$ cat src/rtl/srv_gate_pkg.sv
package srv_gate_pkg;
  // Lowest index wins among set request bits.
  function automatic logic [31:0] lowest_onehot(input logic [31:0] req);
    logic [31:0] r;
    r = '0;
    for (int i = 31; i >= 0; i--) begin
      if (req[i]) begin
        r = '0;
        r[i] = 1'b1;
      end
    end
    return r;
  endfunction
endpackage

$ cat src/rtl/srv_budget_ctr.sv
module srv_budget_ctr #(
  parameter int CNT_W = 16,
  parameter int BUD_W = 16
) (
  input  logic             clk,
  input  logic             rst,
  input  logic             tick,
  input  logic             granted,
  input  logic [CNT_W-1:0] cfg_period,
  input  logic [BUD_W-1:0] cfg_budget,
  output logic [BUD_W-1:0] budget_q,
  output logic [BUD_W-1:0] budget_nxt
);
  localparam int EXT_W = CNT_W + 1;

  logic [CNT_W-1:0] pos_q;
  logic             boundary;

  always_comb begin
    boundary = (({1'b0, pos_q} + EXT_W'(1)) >= {1'b0, cfg_period});
    if (boundary)
      budget_nxt = cfg_budget;
    else if (granted && (budget_q != '0))
      budget_nxt = budget_q - BUD_W'(1);
    else
      budget_nxt = budget_q;
  end

  always_ff @(posedge clk) begin
    if (rst) begin
      pos_q    <= '0;
      budget_q <= cfg_budget;
    end else if (tick) begin
      pos_q    <= boundary ? '0 : pos_q + CNT_W'(1);
      budget_q <= budget_nxt;
    end
  end
endmodule

$ cat src/rtl/srv_prio_arb.sv
module srv_prio_arb #(
  parameter int N_SRV = 2
) (
  input  logic [N_SRV-1:0] req,
  input  logic             block,
  output logic [N_SRV-1:0] gnt
);
  import srv_gate_pkg::*;

  logic [31:0] wide;

  always_comb begin
    wide = lowest_onehot(32'(req));
    gnt  = block ? '0 : wide[N_SRV-1:0];
  end
endmodule

$ cat src/rtl/srv_gate.sv
module srv_gate #(
  parameter int N_SRV = 2,
  parameter int CNT_W = 16,
  parameter int BUD_W = 16
) (
  input  logic                        clk,
  input  logic                        rst,
  input  logic                        tick,
  input  logic                        refresh_pend,
  input  logic [N_SRV-1:0]            queue_nempty,
  input  logic [N_SRV-1:0]            color_lock,
  input  logic [N_SRV-1:0][CNT_W-1:0] cfg_period,
  input  logic [N_SRV-1:0][BUD_W-1:0] cfg_budget,
  output logic [N_SRV-1:0]            grant,
  output logic [N_SRV-1:0][BUD_W-1:0] budget_left,
  output logic [N_SRV-1:0]            suspended
);
  logic [N_SRV-1:0][BUD_W-1:0] bud_nxt;
  logic [N_SRV-1:0]            elig;
  logic [N_SRV-1:0]            gnt_nxt;

  for (genvar i = 0; i < N_SRV; i++) begin : g_srv
    srv_budget_ctr #(.CNT_W(CNT_W), .BUD_W(BUD_W)) u_bud (
      .clk        (clk),
      .rst        (rst),
      .tick       (tick),
      .granted    (grant[i]),
      .cfg_period (cfg_period[i]),
      .cfg_budget (cfg_budget[i]),
      .budget_q   (budget_left[i]),
      .budget_nxt (bud_nxt[i])
    );
    assign elig[i] = (bud_nxt[i] != '0) && queue_nempty[i] && !color_lock[i];
  end

  srv_prio_arb #(.N_SRV(N_SRV)) u_arb (
    .req   (elig),
    .block (refresh_pend),
    .gnt   (gnt_nxt)
  );

  always_ff @(posedge clk) begin
    if (rst) begin
      grant     <= '0;
      suspended <= '1;
    end else if (tick) begin
      grant     <= gnt_nxt;
      suspended <= ~elig;
    end
  end
endmodule

$ cat config.mk
export PLATFORM = sky130hd
export DESIGN_NAME = srv_gate
export DESIGN_NICKNAME = d
export VERILOG_FILES = /design/src/rtl/srv_gate_pkg.sv /design/src/rtl/srv_budget_ctr.sv /design/src/rtl/srv_prio_arb.sv /design/src/rtl/srv_gate.sv
export SDC_FILE = /design/constraint.sdc
export NUM_CORES = 1
export LEC_CHECK = 0
export BUFFER_PORTS_ARGS = -buffer_cell sky130_fd_sc_hd__buf_2
export CAP_MARGIN = 30
export CELL_PAD_IN_SITES_DETAIL_PLACEMENT = 1
export CELL_PAD_IN_SITES_GLOBAL_PLACEMENT = 2
export CORE_ASPECT_RATIO = 1.2
export CORE_MARGIN = 3
export CORE_UTILIZATION = 33
export DETAILED_ROUTE_END_ITERATION = 6
export HOLD_SLACK_MARGIN = 0.05
export PLACE_DENSITY_LB_ADDON = 0.1
export SYNTH_ARGS = -nofsm -noshare
export SYNTH_HDL_FRONTEND = slang
export SYNTH_SLANG_ARGS = --single-unit
$ cat constraint.sdc
create_clock -name clk -period 4.5 [get_ports clk]
set_input_delay 0.225 -clock clk [delete_from_list [all_inputs] [get_ports clk]]
set_output_delay 0.225 -clock clk [all_outputs]
set_load 0.1 [all_outputs]
==> After elaboration in Yosys (flattened, before gate mapping) <==
Cells that the tools add are included.
{ "classes": {"n_reduce_logical": 13, "bitwise": 1, "mux": 13, "n_lt_le_gt_ge": 2, "n_addsub": 6} }
{ "ops": {"columns": ["op", "count"], "rows": [
  ["$mux 16", 10],
  ["$reduce_bool 16->1", 4],
  ["$add 16x1->17 const B", 2],
  ["$ge 17x16->1", 2],
  ["$add 16x1->16 const B", 2],
  ["$sub 16x1->16 const B", 2],
  ["$logic_and 1x1->1", 6],
  ["$mux 2", 3],
  ["$logic_not 1->1", 2],
  ["$not 2->2", 1],
  ["$reduce_bool 2->1", 1]
]} }
{ "word_totals": {"in_bits": 72, "ff_bits": 68, "output_inout_bits": 36} }

==> Logic depth before layout (Yosys ltp) <==
Gate-level depths: netlist of the first run.
{ "logic_depth": {"ltp_word": 10, "ltp_mapped": 16, "mapped_depth_nobuf": 14} }

==> Cells and area by module <==
From an unflattened synthesis of the first run, not the netlist that was laid out.
{ "hier_totals": {"hier_cells": 654, "area_unflattened_um2": 5654.2} }
{ "by_module_without_submodules": {"columns": ["mod", "cells_per_inst", "area_per_inst_um2", "n_inst"], "rows": [
  ["srv_budget_ctr at g_srv[1].u_bud", 294, 2697.6, 1],
  ["srv_budget_ctr at g_srv[0].u_bud", 331, 2657.5, 1],
  ["srv_gate", 27, 280.3, 1],
  ["srv_prio_arb", 2, 18.8, 1]
]} }

==> Least setup slack after synthesis of the first run <==
OpenSTA, ideal clock, no wires.
{ "synth_timing": {"path_kind": "register to register", "start": "register g_srv[0].u_bud.pos_q[0]", "end": "register g_srv[0].u_bud.budget_q[10] (data pin)", "path_stages_with_launch": 17, "setup_slack_ns": 1.172, "t_arrival_ns": 3.059, "setup_ns": 0.268, "path_cell_list": "dfxtp_1 ha_1 nand3_1 nor3_1 and3_1 xor2_1 ha_1 a21o_1 a21oi_1 o21ai_0 a31oi_1 and3_1 clkbuf_1 nand2b_1 buf_1 nand2_1 o21ai_0"} }
{ "synth_between": {"elab_chain_len": 5} }
{ "synth_rtl": {"columns": ["element", "line", "text"], "rows": [
  ["from (decl)", "srv_budget_ctr.sv:16", "logic [CNT_W-1:0] pos_q;"],
  ["from (signal assigned)", "srv_budget_ctr.sv:34", "pos_q <= boundary ? '0 : pos_q + CNT_W'(1);"],
  ["$add 16x1->17", "srv_budget_ctr.sv:20", "boundary = (({1'b0, pos_q} + EXT_W'(1)) >= {1'b0, cfg_period});"],
  ["$ge 17x16->1", "srv_budget_ctr.sv:20", null],
  ["$mux 16", "srv_budget_ctr.sv:21", "if (boundary)"],
  ["$mux 16", "srv_budget_ctr.sv:33", "end else if (tick) begin"],
  ["$mux 16", "srv_budget_ctr.sv:30", "if (rst) begin"],
  ["to (signal assigned)", "srv_budget_ctr.sv:32", "budget_q <= cfg_budget;"],
  ["to (signal assigned)", "srv_budget_ctr.sv:35", "budget_q <= budget_nxt;"],
  ["to (decl)", "srv_budget_ctr.sv:11", "output logic [BUD_W-1:0] budget_q,"]
]} }
No other way between the ends. The select of a mux whose other input is x is not followed.
A chain may end at the register's enable or synchronous reset.

==> Worst setup path in the final report of the first run <==
{ "layout_timing": {"start": "register g_srv[0].u_bud.pos_q[0]", "end": "register g_srv[0].u_bud.budget_q[9] (data pin)"} }
Same word-level chain as after synthesis.

==> results.txt, run 1 <==
* Latest clock arrival within the worst-skew pair: 0.34 ns
- For the worst setup path, the data required time is 4.57 ns.
- The path class of the tightest hold or removal check is in2reg.
- Actual transition at the worst max-transition pin: 0.701 ns
* Vias post-DR: 4341
- Number of DRC violations after detailed routing: 0
* Post-synthesis async set-or-reset flop share: 0%
* Count of synthesis-stage warnings from yosys: 0
- Floorplan row count: 47
- Sequential cells were found to cover 35.1% of the synthesized design area.
- The worst hold path was traced through 3 stages.
* Post-synthesis share of cell area spent on and, or, nand and nor gates: 21.7%
- The H-tree was split into 3 levels.
* CTS clock-pin slew for the worst setup and hold paths: 0.06 ns
- Die boundary width: 116 microns
* Outcome: completed
- In this run the register-to-register setup slack is 0.54 ns.
* Worst EP arrival: 4.03 ns
- After synthesis the cells add up to 4800 sq um.
* HPWL after detailed placement: 10600 microns
- Multiplexer cells account for 1.15% of the synthesized area.
- The core region is 14000 sq um.
- #FFs+latches synth: 68
- Counting cells, the worst reg-to-reg path comes to 15.
- In this run, post-CTS hold repair placed 0 buffers.
- At the end of the flow the core is filled with cells to 41.8%.
- In the finished design, the share of the clock period the worst path needs comes to 88.0%.
* PnR Total Power: 2000 uW
- Routed wire length per instance: 16.6 microns
* Iter 0 DRT Violations: 175
* Count of pins on the block boundary: 108
- Post-CTS Setup Inserts: 0
- Compared with the post-synthesis result, the final layout area differs by 22.0%.
* Number of input and output port buffers inserted: 107
- The startpoint identified for the worst hold timing path is cfg_budget[6].
* Most used routing layer in global routing: met2
- Critical path class: reg2reg
- GRT met2 Usage: 29.3%
* Sort of element at the end of the critical path: flip-flop
- The tool flagged a number of max-cap violations equal to 0.
- The via count of the first global-routing pass is 4539.
- Gates resized during post-CTS repair numbered 0.
- The clock net in this run drives a total of 68 sinks.
- Wirelength, routed: 13700 microns
* Endpoint of the lowest-slack register-to-register path: g_srv[0].u_bud.budget_q[9]$_DFFE_PP_
- Ys flop type: dfxtp_1
* Synth Area in Compound Gates: 16.7%
* Pin count of the biggest net entering global routing: 33
- Die boundary height: 138 microns
- Maximum net fanout on the critical path: 20
- The repair_antennas step left the layout with diodes totalling 0.
- Power per cell area: 342 nW/um^2
* Total negative slack for setup checks: 0 ns
* IR Drop Worst-Case VDD: 0.000180 V
* Starting density of the core: 34.3%
- The clock arrives with 0.00694 ns of skew.
- Number of enable-type register cells in the synthesized netlist: 32
* Number of vias per cell after detailed routing: 5.26
- Fmax achieved: 253 MHz
- Endpoint of the worst hold-timing path: g_srv[0].u_bud.budget_q[6]$_DFFE_PP_
* Cell count after synthesis: 545
* Critical path launch point type: flip-flop
- Number of endpoints with negative hold slack in the final report: 0
- Summed over all cells, the static leakage comes to 0.00251 uW.
* Root Driver: clkbuf_16
- Count of different cell masters after synthesis: 55
- After the last flow step, the layout net total stands at 758.
- Met3 demand-to-capacity share in global routing: 4.02%
- Overall track demand over capacity in global routing: 17.5%
- Number of antenna violations at the first check in global routing: 0
- For this run, global-route usage on met1 was measured as 22.4%.
- Of the total synthesized cell area, the portion taken by XOR and XNOR cells is 10.4%.
* Number of search-and-repair iterations in the first detailed-routing pass: 4
- In this run the tightest slew margin relative to its limit is 53.3%.
- Final count of pins violating max slew: 0
- The clock passes through at most 2 buffers.
* Ratio of cells with drive above 1 in the final layout: 22.6%
* Num CTS Buffers: 9
* Net count after synthesis: 654
- Area enclosed by the die boundary: 16000 sq um
- First-pass GRT wire length: 22500 microns
- In this run the remaining antenna-violating nets after routing total 0.
* Adder and majority gate portion of the synthesized area: 9.65%
* Min cycle time layout: 3.96 ns
- GPL Wtd Cong: 0.773
- Combinational family with the most area after synthesis: simple AND/OR/NAND/NOR gates
- Setup repair after global routing left no endpoint under its margin.
- Finish-stage setup viols: 0
- Dividing the synthesized area by the synthesized cell count gives 8.80 sq um.
- TritonCTS built the clock tree.
* Gr ovfl total: 0
* Startpoint of the lowest-slack register-to-register path: g_srv[0].u_bud.pos_q[0]$_SDFFE_PP0P_
==> layer usage <==
metal | part of all wire (%) | up-vias
li1 | - | 2190
met1 | 46 | 2057
met2 | 49 | 81
met3 | 3.7 | 13
met4 | 1.5 | 0
met5 | 0 | -
==> state kept, by name, summed over array words and instances (netlist names) <==
register and cells:
grant 2, g_srv.u_bud.pos_q 32, g_srv.u_bud.budget_q 32, suspended 2
==> cells in the mapped netlist, drive strengths merged, types with 8 or more instances <==
cell | n | share of area, %
a21oi | 29 | 3.0
inv | 39 | 3.1
a22o | 14 | 2.6
nor4 | 11 | 1.4
o21ai | 30 | 3.1
dfxtp | 36 | 15
xor2 | 24 | 4.4
nand2 | 49 | 3.8
buf | 9 | 1.2
clkbuf | 14 | 1.1
xnor2 | 33 | 6.0
a32o | 15 | 3.1
nor3 | 24 | 2.6
nand4 | 12 | 1.6
nand3 | 18 | 1.9
nor2 | 41 | 3.2
a21o | 8 | 1.3
ha | 37 | 9.7
edfxtp | 32 | 20
==> per-stage QoR <==
step / area [sq um] / hold slack (ns) / setup WS [ns] / instances
4_1_cts: 5850 / 0.169 / 0.492 / 825
3_5_place_dp: 5510 / 0.506 / 0.518 / 809
3_3_place_gp: 5510 / 0.493 / 0.737 / 809
6_report: 5850 / 0.181 / 0.542 / 825
2_1_floorplan: 4800 / 0.343 / 1.17 / 545
5_1_grt: 5850 / 0.186 / 0.0605 / 825
==> worst max path at each step <==
stage	start	end	slack [ns]	cells after the start
after floorplan	g_srv[0].u_bud.pos_q[0]$_SDFFE_PP0P_	g_srv[0].u_bud.budget_q[10]$_DFFE_PP_	1.17	16
after global placement	g_srv[0].u_bud.pos_q[0]$_SDFFE_PP0P_	g_srv[0].u_bud.budget_q[7]$_DFFE_PP_	0.74	15
after detailed placement	g_srv[0].u_bud.pos_q[0]$_SDFFE_PP0P_	g_srv[0].u_bud.budget_q[11]$_DFFE_PP_	0.52	15
after CTS	g_srv[0].u_bud.pos_q[0]$_SDFFE_PP0P_	g_srv[0].u_bud.budget_q[9]$_DFFE_PP_	0.49	15
after global routing	g_srv[0].u_bud.pos_q[0]$_SDFFE_PP0P_	g_srv[0].u_bud.budget_q[9]$_DFFE_PP_	0.06	15
final	g_srv[0].u_bud.pos_q[0]$_SDFFE_PP0P_	g_srv[0].u_bud.budget_q[9]$_DFFE_PP_	0.54	15
==> worst max-delay path, stage by stage (launching register included) <==
cell      delay (ns)
dfxtp_1         0.41
ha_1            0.21
nand3_1         0.15
nor3_1          0.47
and3_1          0.25
xor2_1          0.21
ha_1            0.28
a21o_1          0.17
a21oi_1         0.13
o21ai_0         0.10
a31oi_1         0.22
and3_1          0.22
nand2b_1        0.39
buf_4           0.32
nand2_1         0.07
o21ai_0         0.10
==> cells by family after synthesis <==
logic type | after synthesis
AND/OR/NAND/NOR | 201
AO/OA/AOI/OAI | 115
flip-flops | 68
buffers and inverters | 62
XOR/XNOR | 57
adder cells (fa/ha/maj) | 37
multiplexers | 5
==> final cells by class <==
cell class                 count  area (sq um)
fill                        1675          8150
multi-input combinational    415          2860
sequential                    68          1680
timing repair buffer         116           603
clock buffer                  14           307
tap                          171           214
inverter                      39           146
clock inverter                 2          35.0
==> layout by cell type, fill, tap and decap left out, types with 14 or more instances in the layout <==
master and instances:
buf_2 107, nand2_1 49, inv_1 39, nor2_1 39
ha_1 37, dfxtp_1 36, xnor2_1 33, edfxtp_1 32
a21oi_1 29, o21ai_0 26, xor2_1 24, nor3_1 23
nand3_1 18, a32o_1 15, a22o_1 14
==> where the power goes <==
part           switching (uW)  leakage [uW]  internal (uW)
sequential               54.8      0.000617            691
combinational             344       0.00172            113
clock                     273      0.000169            526
total                     671       0.00251           1330
Power figures use the tool's default switching activity.
==> run 2, diff against run 1 <==
Settings changed: CORE_ASPECT_RATIO 1.2 to 0.7.
==> run 2 against run 1 <==
Against the previous run:
- fmax rose by 1.4%
- global-route usage up 0.051 points
- largest power group is now registers
- final area shrank 0.77%
- via count fell by 0.21%
- clock power down 12%
- non-clock buffer count is 3 lower
==> results.txt, run 2 (synthesized netlist as in run 1, its figures left out) <==
- Number of DRC violations after detailed routing: 0
* Power per cell area: 328 nW/um^2
- Dividing the detail-routed via count by the number of cells gives 5.15.
- The path class of the tightest hold or removal check is in2reg.
* Final-layout worst hold slack: 0.179 ns
* Via count of the first global-routing pass: 4399
- After the flow finishes, the layout carries non-filler instances totaling 841.
- The number of buffers and inverters on the critical path is 1.
* Final count of pins violating max slew: 0
- Leak: 0.00246 uW
- Starting density of the core: 34.1%
- Max Cap Viol: 0
* Design area: 5800 sq um
- In this design, the stage delay of the slowest critical-path cell is 0.61 ns.
* Number of clock sinks: 68
* Ratio of cells with drive above 1 in the final layout: 22.4%
* Clock tree from TritonCTS: done
- GPL Wtd Cong: 0.776
- The initial antenna violation count is 0.
- Total number of H-tree levels: 3
- Commonest non-fill, non-tap cell in the layout: buf_2
- Clock power frac: 37.0%
* CTS clock-pin slew for the worst setup and hold paths: 0.06 ns
- Detailed-routing wirelength on met1: 7180 microns
- PnR Total Power: 1910 uW
- The longest clock path from root to sink contains 2 buffers.
* Slew margin rel.: 50.8%
- Final cycle utilization of the critical path: 86.7%
- Worst EP arrival: 3.98 ns
- Uppermost layer routed: met4
* Startpoint of the lowest-slack register-to-register path: g_srv[1].u_bud.pos_q[2]$_SDFFE_PP0P_
* Actual transition at the worst max-transition pin: 0.737 ns
* Number of input and output port buffers inserted: 107
- Die boundary height: 107 microns
- Cell count after placement: 825
- Count of hold-fix buffers inserted at cts: 0
* Gr ovfl total: 0
- Die boundary width: 150 microns
- Net switching share of the total power: 35.4%
* Critical path launch point type: flip-flop
* Internal power summed over all cells: 1230 uW
- Root Driver: clkbuf_16
- The HPWL after detailed placement is 10600 microns.
* Reg2reg path depth: 13
* Number of search-and-repair iterations in the first detailed-routing pass: 4
* Count of pins on the block boundary: 108
- By startpoint and endpoint, the worst setup path is classified as reg2reg.
- For this block, the initial DRC count from the detailed router was 176.
- Post-Place Cell Area: 5510 sq um
- In this run the critical register-to-register path is captured at g_srv[1].u_bud.budget_q[9]$_DFFE_PP_.
- Latest clock arrival within the worst-skew pair: 0.34 ns
- Routed wire length per instance: 16.1 microns
- Count of fill cells added during filler insertion: 1683
- Met2 wire length: 5710 microns
* Psw: 675 uW
* Min cycle time layout: 3.90 ns
- RSZ-0062 raised after global routing: false
- Worst path cell trace: and4_1 -> nand2_1 -> nor2_1 -> nand2_1 -> nor2_1 -> xor2_1 -> ha_1 -> nand3_1 -> nor3_1 -> a2111o_1 -> nor2_2 -> buf_4 -> a21oi_1
* Registers with the most flip-flops: g_srv.u_bud.budget_q x32, g_srv.u_bud.pos_q x32
- Part of the power in combinational logic: 23.9%
- Sequential share of power: 39.1%
- Wirelength, routed: 13600 microns
- The hold violation total from the final report was 0.
- The worst hold path was traced through 3 stages.
- At the worst endpoint, the required time is 4.58 ns.
- Outcome: completed
- For hold timing, the worst endpoint is grant[1]$_SDFFE_PP0P_.
* First-pass GRT wire length: 22600 microns
* IR Drop Worst-Case VDD: 0.000189 V
- 0 antenna diodes ended up in the layout.
- Setup total negative slack on the finished layout was measured at 0 ns.
- The count of nets left with antenna violations once routing finished came out at 0.
- Most frequent cells in the layout: buf_2 (107), nand2_1 (49), inv_1 (39), nor2_1 (39), ha_1 (37)
- The final layout contains 755 nets.
- Setup violations remaining at the end of the flow were counted as 0.
* Fmax achieved: 256 MHz
- Broken down by cell family, the worst path's largest delay share belongs to simple AND/OR/NAND/NOR gates.
- The worst setup path is captured at a flip-flop.
- TritonCTS created 9 clock buffers.
- Across all register-to-register paths, the minimum setup slack is 0.60 ns.
- For this run, the total global-route usage over all layers was measured as 17.5%.
* Startpoint of the worst hold path: color_lock[0]
- Final Skew: 0.0120 ns
- Vias post-DR: 4332
- The slowest stage of the critical path belongs to the cell nor2_2.
- Wire segments on met3 add up to 598 microns in the final route.
- Area enclosed by the die boundary: 16000 sq um
- Maximum net fanout on the critical path: 17
- Pin count of the biggest net entering global routing: 34
- The floorplan has 36 rows.
- Core Box Area: 14100 sq um
- From synthesis to final layout, the design area changed by 21.0%.
[run 2: changes by cell type in the layout (fill, tap and decap cells not counted), sizes merged]
cell	before	now
clkbuf	14	10
clkinvlp	0	4
buf	116	113
[run 2: power by group through the flow]
stage	Clock (uW)	Combinational (uW)	Sequential, uW
after floorplan	0	141	958
after global placement	0	452	757
after detailed placement	0	457	759
after CTS	727	459	746
after global routing	755	489	754
final	705	455	746
[run 2: repair_timing]
| item | 4_1_cts | 5_1_grt |
|---|---|---|
| setup endpoints to repair | 0 | 6 |
| buffers inserted | 0 | 0 |
| resized for setup | 0 | 1 |
| endpoints found under the hold margin | 0 | 0 |
[run 2: layer usage]
layer / GRT usage [%] / vias up
met5: 0 / -
met4: 2.42 / 0
met3: 4.52 / 8
met2: 25.7 / 87
met1: 26.3 / 2045
li1: - / 2192
[run 2: how the worst max path moves through the flow]
| stage | from | endpoint | slack [ns] | cells past startpoint |
|---|---|---|---|---|
| after global placement | g_srv[0].u_bud.pos_q[0]$_SDFFE_PP0P_ | g_srv[0].u_bud.budget_q[8]$_DFFE_PP_ | 0.57 | 15 |
| final | g_srv[1].u_bud.pos_q[2]$_SDFFE_PP0P_ | g_srv[1].u_bud.budget_q[9]$_DFFE_PP_ | 0.60 | 13 |
| after global routing | g_srv[0].u_bud.pos_q[0]$_SDFFE_PP0P_ | g_srv[0].u_bud.budget_q[0]$_DFFE_PP_ | 0.25 | 15 |
| after CTS | g_srv[0].u_bud.pos_q[0]$_SDFFE_PP0P_ | g_srv[0].u_bud.budget_q[10]$_DFFE_PP_ | 0.39 | 15 |
| after floorplan | g_srv[0].u_bud.pos_q[0]$_SDFFE_PP0P_ | g_srv[0].u_bud.budget_q[10]$_DFFE_PP_ | 1.17 | 16 |
| after detailed placement | g_srv[0].u_bud.pos_q[0]$_SDFFE_PP0P_ | g_srv[0].u_bud.budget_q[14]$_DFFE_PP_ | 0.38 | 15 |
[run 2: area by class of cell]
class                      count  area, sq um  area share [%]
multi-input combinational    415         2860            49.3
sequential                    68         1680            29.0
timing repair buffer         113          581            10.0
tap                          190          238            4.10
clock buffer                  10          229            3.94
inverter                      39          146            2.52
clock inverter                 6         65.1            1.12
[run 2: worst reg2reg max path: cells and delay by family (launching register included)]
family	cells	cell delay (ns)
AO/OA/AOI/OAI	2	0.59
buffers and inverters	1	0.33
AND/OR/NAND/NOR	8	1.75
adder cells (fa/ha/maj)	1	0.28
flip-flops	1	0.45
XOR/XNOR	1	0.26
[run 2: through the flow]
step	setup WS [ns]	utilization (%)
after floorplan	1.17	-
after global placement	0.565	39.2
after detailed placement	0.379	39.2
after CTS	0.392	41.3
after global routing	0.251	41.3
final	0.597	41.3
